$ cat src/rtl/fir_tdm_pkg.sv
package fir_tdm_pkg;

    typedef enum logic {
        ST_IDLE = 1'b0,
        ST_RUN  = 1'b1
    } pass_state_t;

    function automatic int addr_bits(input int n);
        return (n > 1) ? $clog2(n) : 1;
    endfunction

endpackage

$ cat src/rtl/fir_sample_ring.sv
module fir_sample_ring #(
    parameter  int NTAPS = 7,
    parameter  int DW    = 12,
    localparam int AW    = fir_tdm_pkg::addr_bits(NTAPS)
) (
    input  logic          clk,
    input  logic          wr_en,
    input  logic [DW-1:0] wr_data,
    input  logic [AW-1:0] rd_addr,
    output logic [DW-1:0] rd_data,
    output logic [AW-1:0] wr_idx
);
    localparam logic [AW-1:0] LAST = AW'(NTAPS - 1);

    logic [DW-1:0] mem [NTAPS];
    // no reset on the write index: the history is flushed by feeding zeros
    logic [AW-1:0] idx = '0;

    always_ff @(posedge clk) begin
        if (wr_en) begin
            mem[idx] <= wr_data;
            idx      <= (idx == LAST) ? '0 : idx + 1'b1;
        end
    end

    // plain registered read so the array maps onto block RAM
    always_ff @(posedge clk) begin
        rd_data <= mem[rd_addr];
    end

    assign wr_idx = idx;

endmodule

$ cat src/rtl/fir_coef_bank.sv
module fir_coef_bank #(
    parameter  int NTAPS = 7,
    parameter  int CW    = 12,
    localparam int AW    = fir_tdm_pkg::addr_bits(NTAPS)
) (
    input  logic          clk,
    input  logic          rst,
    input  logic          wr_en,
    input  logic [CW-1:0] wr_data,
    input  logic [AW-1:0] rd_addr,
    output logic [CW-1:0] rd_data
);
    localparam logic [AW-1:0] LAST = AW'(NTAPS - 1);

    logic [CW-1:0] mem [NTAPS];
    logic [AW-1:0] idx;

    always_ff @(posedge clk) begin
        if (rst) begin
            idx <= '0;
        end else if (wr_en) begin
            idx <= (idx == LAST) ? '0 : idx + 1'b1;
        end
    end

    always_ff @(posedge clk) begin
        if (wr_en) begin
            mem[idx] <= wr_data;
        end
        rd_data <= mem[rd_addr];
    end

    // a reset always brings the load pointer back to entry 0
    p_coef_idx_home_r1: assert property (@(posedge clk) rst |=> (idx == '0))
        else $error("coefficient write index not home after reset");

endmodule

$ cat src/rtl/fir_mac.sv
module fir_mac #(
    parameter  int DW = 12,
    parameter  int CW = 12,
    parameter  int OW = 27,
    localparam int PW = DW + CW,
    localparam int GW = OW - PW
) (
    input  logic                 clk,
    input  logic                 rst,
    input  logic                 in_vld,
    input  logic                 in_first,
    input  logic                 in_last,
    input  logic signed [DW-1:0] din,
    input  logic signed [CW-1:0] cin,
    output logic signed [OW-1:0] acc_out,
    output logic                 out_stb
);
    logic signed [PW-1:0] prod;
    logic signed [OW-1:0] prod_x;
    logic signed [OW-1:0] acc;
    logic                 p_vld, p_first, p_last;

    // the single shared multiplier
    always_ff @(posedge clk) begin
        prod <= din * cin;
    end

    always_ff @(posedge clk) begin
        if (rst) begin
            p_vld   <= 1'b0;
            p_first <= 1'b0;
            p_last  <= 1'b0;
        end else begin
            p_vld   <= in_vld;
            p_first <= in_first;
            p_last  <= in_last;
        end
    end

    assign prod_x = {{GW{prod[PW-1]}}, prod};

    // the first product of a pass loads the accumulator, clearing the old total
    always_ff @(posedge clk) begin
        if (p_vld) begin
            acc <= p_first ? prod_x : acc + prod_x;
        end
    end

    always_ff @(posedge clk) begin
        if (rst) begin
            acc_out <= '0;
            out_stb <= 1'b0;
        end else begin
            out_stb <= p_vld && p_last;
            if (p_vld && p_last) begin
                acc_out <= (p_first ? '0 : acc) + prod_x;
            end
        end
    end

    // a result strobe never lasts two cycles
    p_out_single_r5: assert property (@(posedge clk) disable iff (rst)
        out_stb |=> !out_stb)
        else $error("result strobe longer than one cycle");

endmodule

$ cat src/rtl/fir_tdm_mac.sv
module fir_tdm_mac #(
    parameter  int NTAPS = 7,
    parameter  int DW    = 12,
    parameter  int CW    = 12,
    localparam int AW    = fir_tdm_pkg::addr_bits(NTAPS),
    localparam int OW    = DW + CW + $clog2(NTAPS)
) (
    input  logic                 clk,
    input  logic                 rst,
    input  logic                 sample_stb,
    input  logic signed [DW-1:0] sample_in,
    input  logic                 coef_we,
    input  logic signed [CW-1:0] coef_in,
    output logic signed [OW-1:0] result,
    output logic                 result_stb
);
    import fir_tdm_pkg::*;

    localparam logic [AW-1:0] LAST = AW'(NTAPS - 1);

    pass_state_t          st, st_nx;
    logic [AW-1:0]        dptr, cptr, wr_idx;
    logic                 take, ring_we;
    logic                 r_vld, r_first, r_last;
    logic signed [DW-1:0] d_rd;
    logic signed [CW-1:0] c_rd;

    assign take    = sample_stb && !rst && (st == ST_IDLE);
    // during reset the strobe still stores samples: this is the flush path
    assign ring_we = sample_stb && (rst || (st == ST_IDLE));

    always_ff @(posedge clk) begin
        if (rst) st <= ST_IDLE;
        else     st <= st_nx;
    end

    always_comb begin
        st_nx = st;
        unique case (st)
            ST_IDLE: if (take)        st_nx = ST_RUN;
            ST_RUN:  if (cptr == '0)  st_nx = ST_IDLE;
        endcase
    end

    // read addresses and the flags that travel with each read
    always_ff @(posedge clk) begin
        if (rst) begin
            dptr    <= '0;
            cptr    <= '0;
            r_vld   <= 1'b0;
            r_first <= 1'b0;
            r_last  <= 1'b0;
        end else begin
            r_vld   <= (st == ST_RUN);
            r_first <= (st == ST_RUN) && (cptr == LAST);
            r_last  <= (st == ST_RUN) && (cptr == '0);
            unique case (st)
                ST_IDLE: if (take) begin
                    // after this write the oldest sample sits one past it
                    dptr <= (wr_idx == LAST) ? '0 : wr_idx + 1'b1;
                    cptr <= LAST;
                end
                ST_RUN: begin
                    dptr <= (dptr == LAST) ? '0 : dptr + 1'b1;
                    cptr <= cptr - 1'b1;
                end
            endcase
        end
    end

    fir_sample_ring #(.NTAPS(NTAPS), .DW(DW)) u_ring (
        .clk     (clk),
        .wr_en   (ring_we),
        .wr_data (sample_in),
        .rd_addr (dptr),
        .rd_data (d_rd),
        .wr_idx  (wr_idx)
    );

    fir_coef_bank #(.NTAPS(NTAPS), .CW(CW)) u_coef (
        .clk     (clk),
        .rst     (rst),
        .wr_en   (coef_we),
        .wr_data (coef_in),
        .rd_addr (cptr),
        .rd_data (c_rd)
    );

    fir_mac #(.DW(DW), .CW(CW), .OW(OW)) u_mac (
        .clk      (clk),
        .rst      (rst),
        .in_vld   (r_vld),
        .in_first (r_first),
        .in_last  (r_last),
        .din      (d_rd),
        .cin      (c_rd),
        .acc_out  (result),
        .out_stb  (result_stb)
    );

    // a strobe during a pass leaves the history write index untouched
    p_busy_hold_r6: assert property (@(posedge clk) disable iff (rst)
        (st == ST_RUN && sample_stb) |=> (wr_idx == $past(wr_idx)))
        else $error("sample accepted while a pass was running");

    // the write index stays inside the history depth
    p_widx_range_r2: assert property (@(posedge clk) disable iff (rst)
        wr_idx <= LAST)
        else $error("history write index out of range");

    // the last read of a pass is always followed by an idle read slot
    p_read_gap_r7: assert property (@(posedge clk) disable iff (rst)
        (r_vld && r_last) |=> !r_vld)
        else $error("read burst overran the end of a pass");

endmodule

$ cat config.mk
export PLATFORM = sky130hd
export DESIGN_NAME = fir_tdm_mac
export DESIGN_NICKNAME = d
export VERILOG_FILES = /design/src/rtl/fir_tdm_pkg.sv /design/src/rtl/fir_sample_ring.sv /design/src/rtl/fir_coef_bank.sv /design/src/rtl/fir_mac.sv /design/src/rtl/fir_tdm_mac.sv
export SDC_FILE = /design/constraint.sdc
export NUM_CORES = 1
export LEC_CHECK = 0
export CAP_MARGIN = 20
export CORE_AREA = 2 2 196 198
export DETAILED_ROUTE_END_ITERATION = 7
export DIE_AREA = 0 0 198 200
export PLACE_DENSITY = 0.66
export SETUP_SLACK_MARGIN = 0.3
export SLEW_MARGIN = 25
export SYNTH_ARGS = -nofsm -noshare
export SYNTH_HDL_FRONTEND = slang
export SYNTH_SLANG_ARGS = --single-unit
export TNS_END_PERCENT = 1
$ cat constraint.sdc
create_clock -name clk -period 6.3 [get_ports clk]
set_clock_uncertainty 0.05 [all_clocks]
set_input_delay 0.945 -clock clk [delete_from_list [all_inputs] [get_ports clk]]
set_output_delay 0.945 -clock clk [all_outputs]
set_load 0.005 [all_outputs]
==> flow_summary.yaml <==
logic_synthesis:
  synthMuxAreaShare_pct: 5.52
  syn_inst: 1664
  synth-simple-area-share_pct: 10.7
  ys_async_sr_fraction_pct: 0
  synth_cell_type_count: 66
  synth_edf_count: 198
  synth_xor_area_share_pct: 3.09
  ys.flop_type: "edfxtp_1"
  ys_seq_area_share_pct: 42.2
  syn_nets: 1938
  syn-cell-area_um2: 18400
  synthAdderAreaFrac_pct: 22.4
  synth_compound_area_share_pct: 10.6
  synth_top_family_by_area: "adder cells"
  yosys_register_bits: 290
  syn_avg_cell_area_um2: 11.1
  yosysWarnings: 0
timing:
  finalMaxSlewViolations: 0
  tightest_slew_ps: 927
  final_hold_viol_count: 0
  fin_crit_sh_pct: 88.6
  finalSetupViolations: 0
  slew-limit-headroom_pct: 37.6
  fin_setup_tns_ps: 0
  max_freq_mhz: 179
  rsz0062_at_grt: "false"
  period_minus_slack_ps: 5580
routing:
  drt_wl_total_um: 38100
  drt_pass1_iterations: 5
  first_iter_violations: 750
  antenna_left: 0
  viasPerCell: 5.37
  wl_per_cell_um: 17.0
  drt_drc_violations_left: 0
  via_count: 12076
clock_network:
  cts_resized: 0
  worst_skew_pair.late_latency_ps: 580
  numCtsBuffers: 31
  cts_root_buffer: "clkbuf_16"
  cts_sinks: 290
  hold_buffers: 0
  clk_pin_slew_ps: 60
  cts_tree: "done"
  h-tree-depth: 1
  cts_setup_buffers: 0
  clockBufferDepth: 3
status:
  outcome: "complete, no violations"
layout:
  multi_input_comb_area_um2: 9640
  n_fill_cell: 3220
  seqCellArea_um2: 7790
  fin_nets: 1984
  areaGrowthSynthToFinish_pct: 11.8
  layout-drive-gt1-share_pct: 7.78
grt:
  gr-total-overflow: 0
  grt_usage_pct: 20.3
  grt_pass1_wl_um: 63300
  grt_pass1_vias: 12522
  antenna_found_initial: 3
  grt_max_degree: 60
worst_setup_path:
  startpoint_type: "flop"
  end_kind: "flop"
  path_class: "reg -> reg"
  critical_path_peak_fanout: 12
  required_ps: 6750
  reg2reg_depth: 19
  arrival_ps: 6040
die:
  die_w_um: 198
  fp.dieArea_um2: 39600
  core-area_um2: 37400
  top_level_ports: 56
  num_rows: 71
  die_h_um: 200
  start_util_pct: 49.3
worst_hold_path:
  whs_path_depth: 1
  hold_class: "reg -> reg"
flow_run:
  maxCapViolations: 0
placement:
  dp_hpwl_um: 28000
  place_congestion: 0.856
  port_buffers: 55
[cells in the final DEF (no fill, tap or decap), types with 31 or more instances in the layout]
cell	count
nor2_1	69
nor2b_1	42
xnor2_1	46
fa_1	140
inv_1	204
dfxtp_1	91
clkdlybuf4s50_1	55
and2_1	46
ha_1	106
a21oi_1	95
o21ai_0	78
edfxtp_1	198
nand2_1	191
mux2i_1	32
clkbuf_16	31
[metal layers]
metal | wire length (um) | GRT usage (%) | vias to the layer above
li1 | - | - | 5775
met1 | 16800 | 26.8 | 5976
met2 | 18800 | 35.2 | 259
met3 | 1510 | 2.45 | 64
met4 | 1050 | 6.60 | 2
met5 | 13 | 0 | -
[logic make-up after synthesis]
logic type / count (synthesis)
AND/OR/NAND/NOR: 423
AO/OA/AOI/OAI: 299
flip-flops: 290
buffers and inverters: 271
adder cells (fa/ha/maj): 246
multiplexers: 70
XOR/XNOR: 65
[final timing paths]
check / startpoint / endpoint / slack [ps]
worst max-delay path: u_ring.rd_data[11]$_DFF_P_ / u_mac.prod[20]$_DFF_P_ / 720
worst min-delay path: r_vld$_SDFF_PP0_ / u_mac.p_vld$_SDFF_PP0_ / 390
worst max register to register: u_ring.rd_data[11]$_DFF_P_ / u_mac.prod[20]$_DFF_P_ / 720
worst min register to register: r_vld$_SDFF_PP0_ / u_mac.p_vld$_SDFF_PP0_ / 390
[worst max-delay path: stages, from the launching register on]
cell and delay (ps):
dfxtp_1 570, nand2_1 170, inv_1 140, fa_1 420, inv_1 70, fa_1 430, fa_1 520, inv_1 50
fa_1 520, inv_1 50, fa_1 470, inv_1 40, ha_1 330, a21o_1 190, a21o_1 170, a21o_1 180
o31ai_1 590, o21ai_0 200, a21oi_1 200, xnor2_1 130
[synth_stat cells, drive strengths merged (32+ instances only)]
master / instances / area, um2
ha: 106 / 1330
xnor2: 46 / 403
a21oi: 95 / 475
nor2: 70 / 265
inv: 204 / 766
o21ai: 82 / 414
and2: 46 / 288
nor2b: 43 / 272
nand2: 191 / 717
edfxtp: 198 / 5950
mux2i: 32 / 320
fa: 140 / 2800
dfxtp: 92 / 1840
clkbuf: 53 / 199
[stage by stage]
step / util (%) / setup slack, ps / cells / hold WS, ps / instance area [um2]
floorplan: - / 1140 / 1664 / 364 / 18400
global placement: 52.3 / 865 / 2188 / 382 / 19600
finish: 55.2 / 718 / 2247 / 391 / 20600
CTS: 55.2 / 743 / 2246 / 394 / 20600
detailed placement: 52.3 / 760 / 2188 / 379 / 19600
global route: 55.2 / 409 / 2246 / 415 / 20600
[registers in the layout (all words and copies together), names as in the netlist, 3 cells and up]
signal,flops
u_coef.mem,84
u_ring.mem,84
u_mac.acc,27
u_mac.acc_out,27
u_mac.prod,24
u_coef.rd_data,12
u_ring.rd_data,12
cptr,3
dptr,3
u_coef.idx,3
u_ring.wr_idx,3
[area by class of cell]
class                   instances  share of cell area, %
diodes                          1                 0.0121
clock buffers                  34                   3.81
clock inverters                24                   1.34
inverters                     205                   3.73
multi-input cells            1103                   46.7
flip-flops and latches        290                   37.8
well taps                     511                   3.10
repair buffers                 79                   3.54
Power is not shown: default switching activity piles up to over one toggle a cycle in this logic, so the estimate is an artifact.
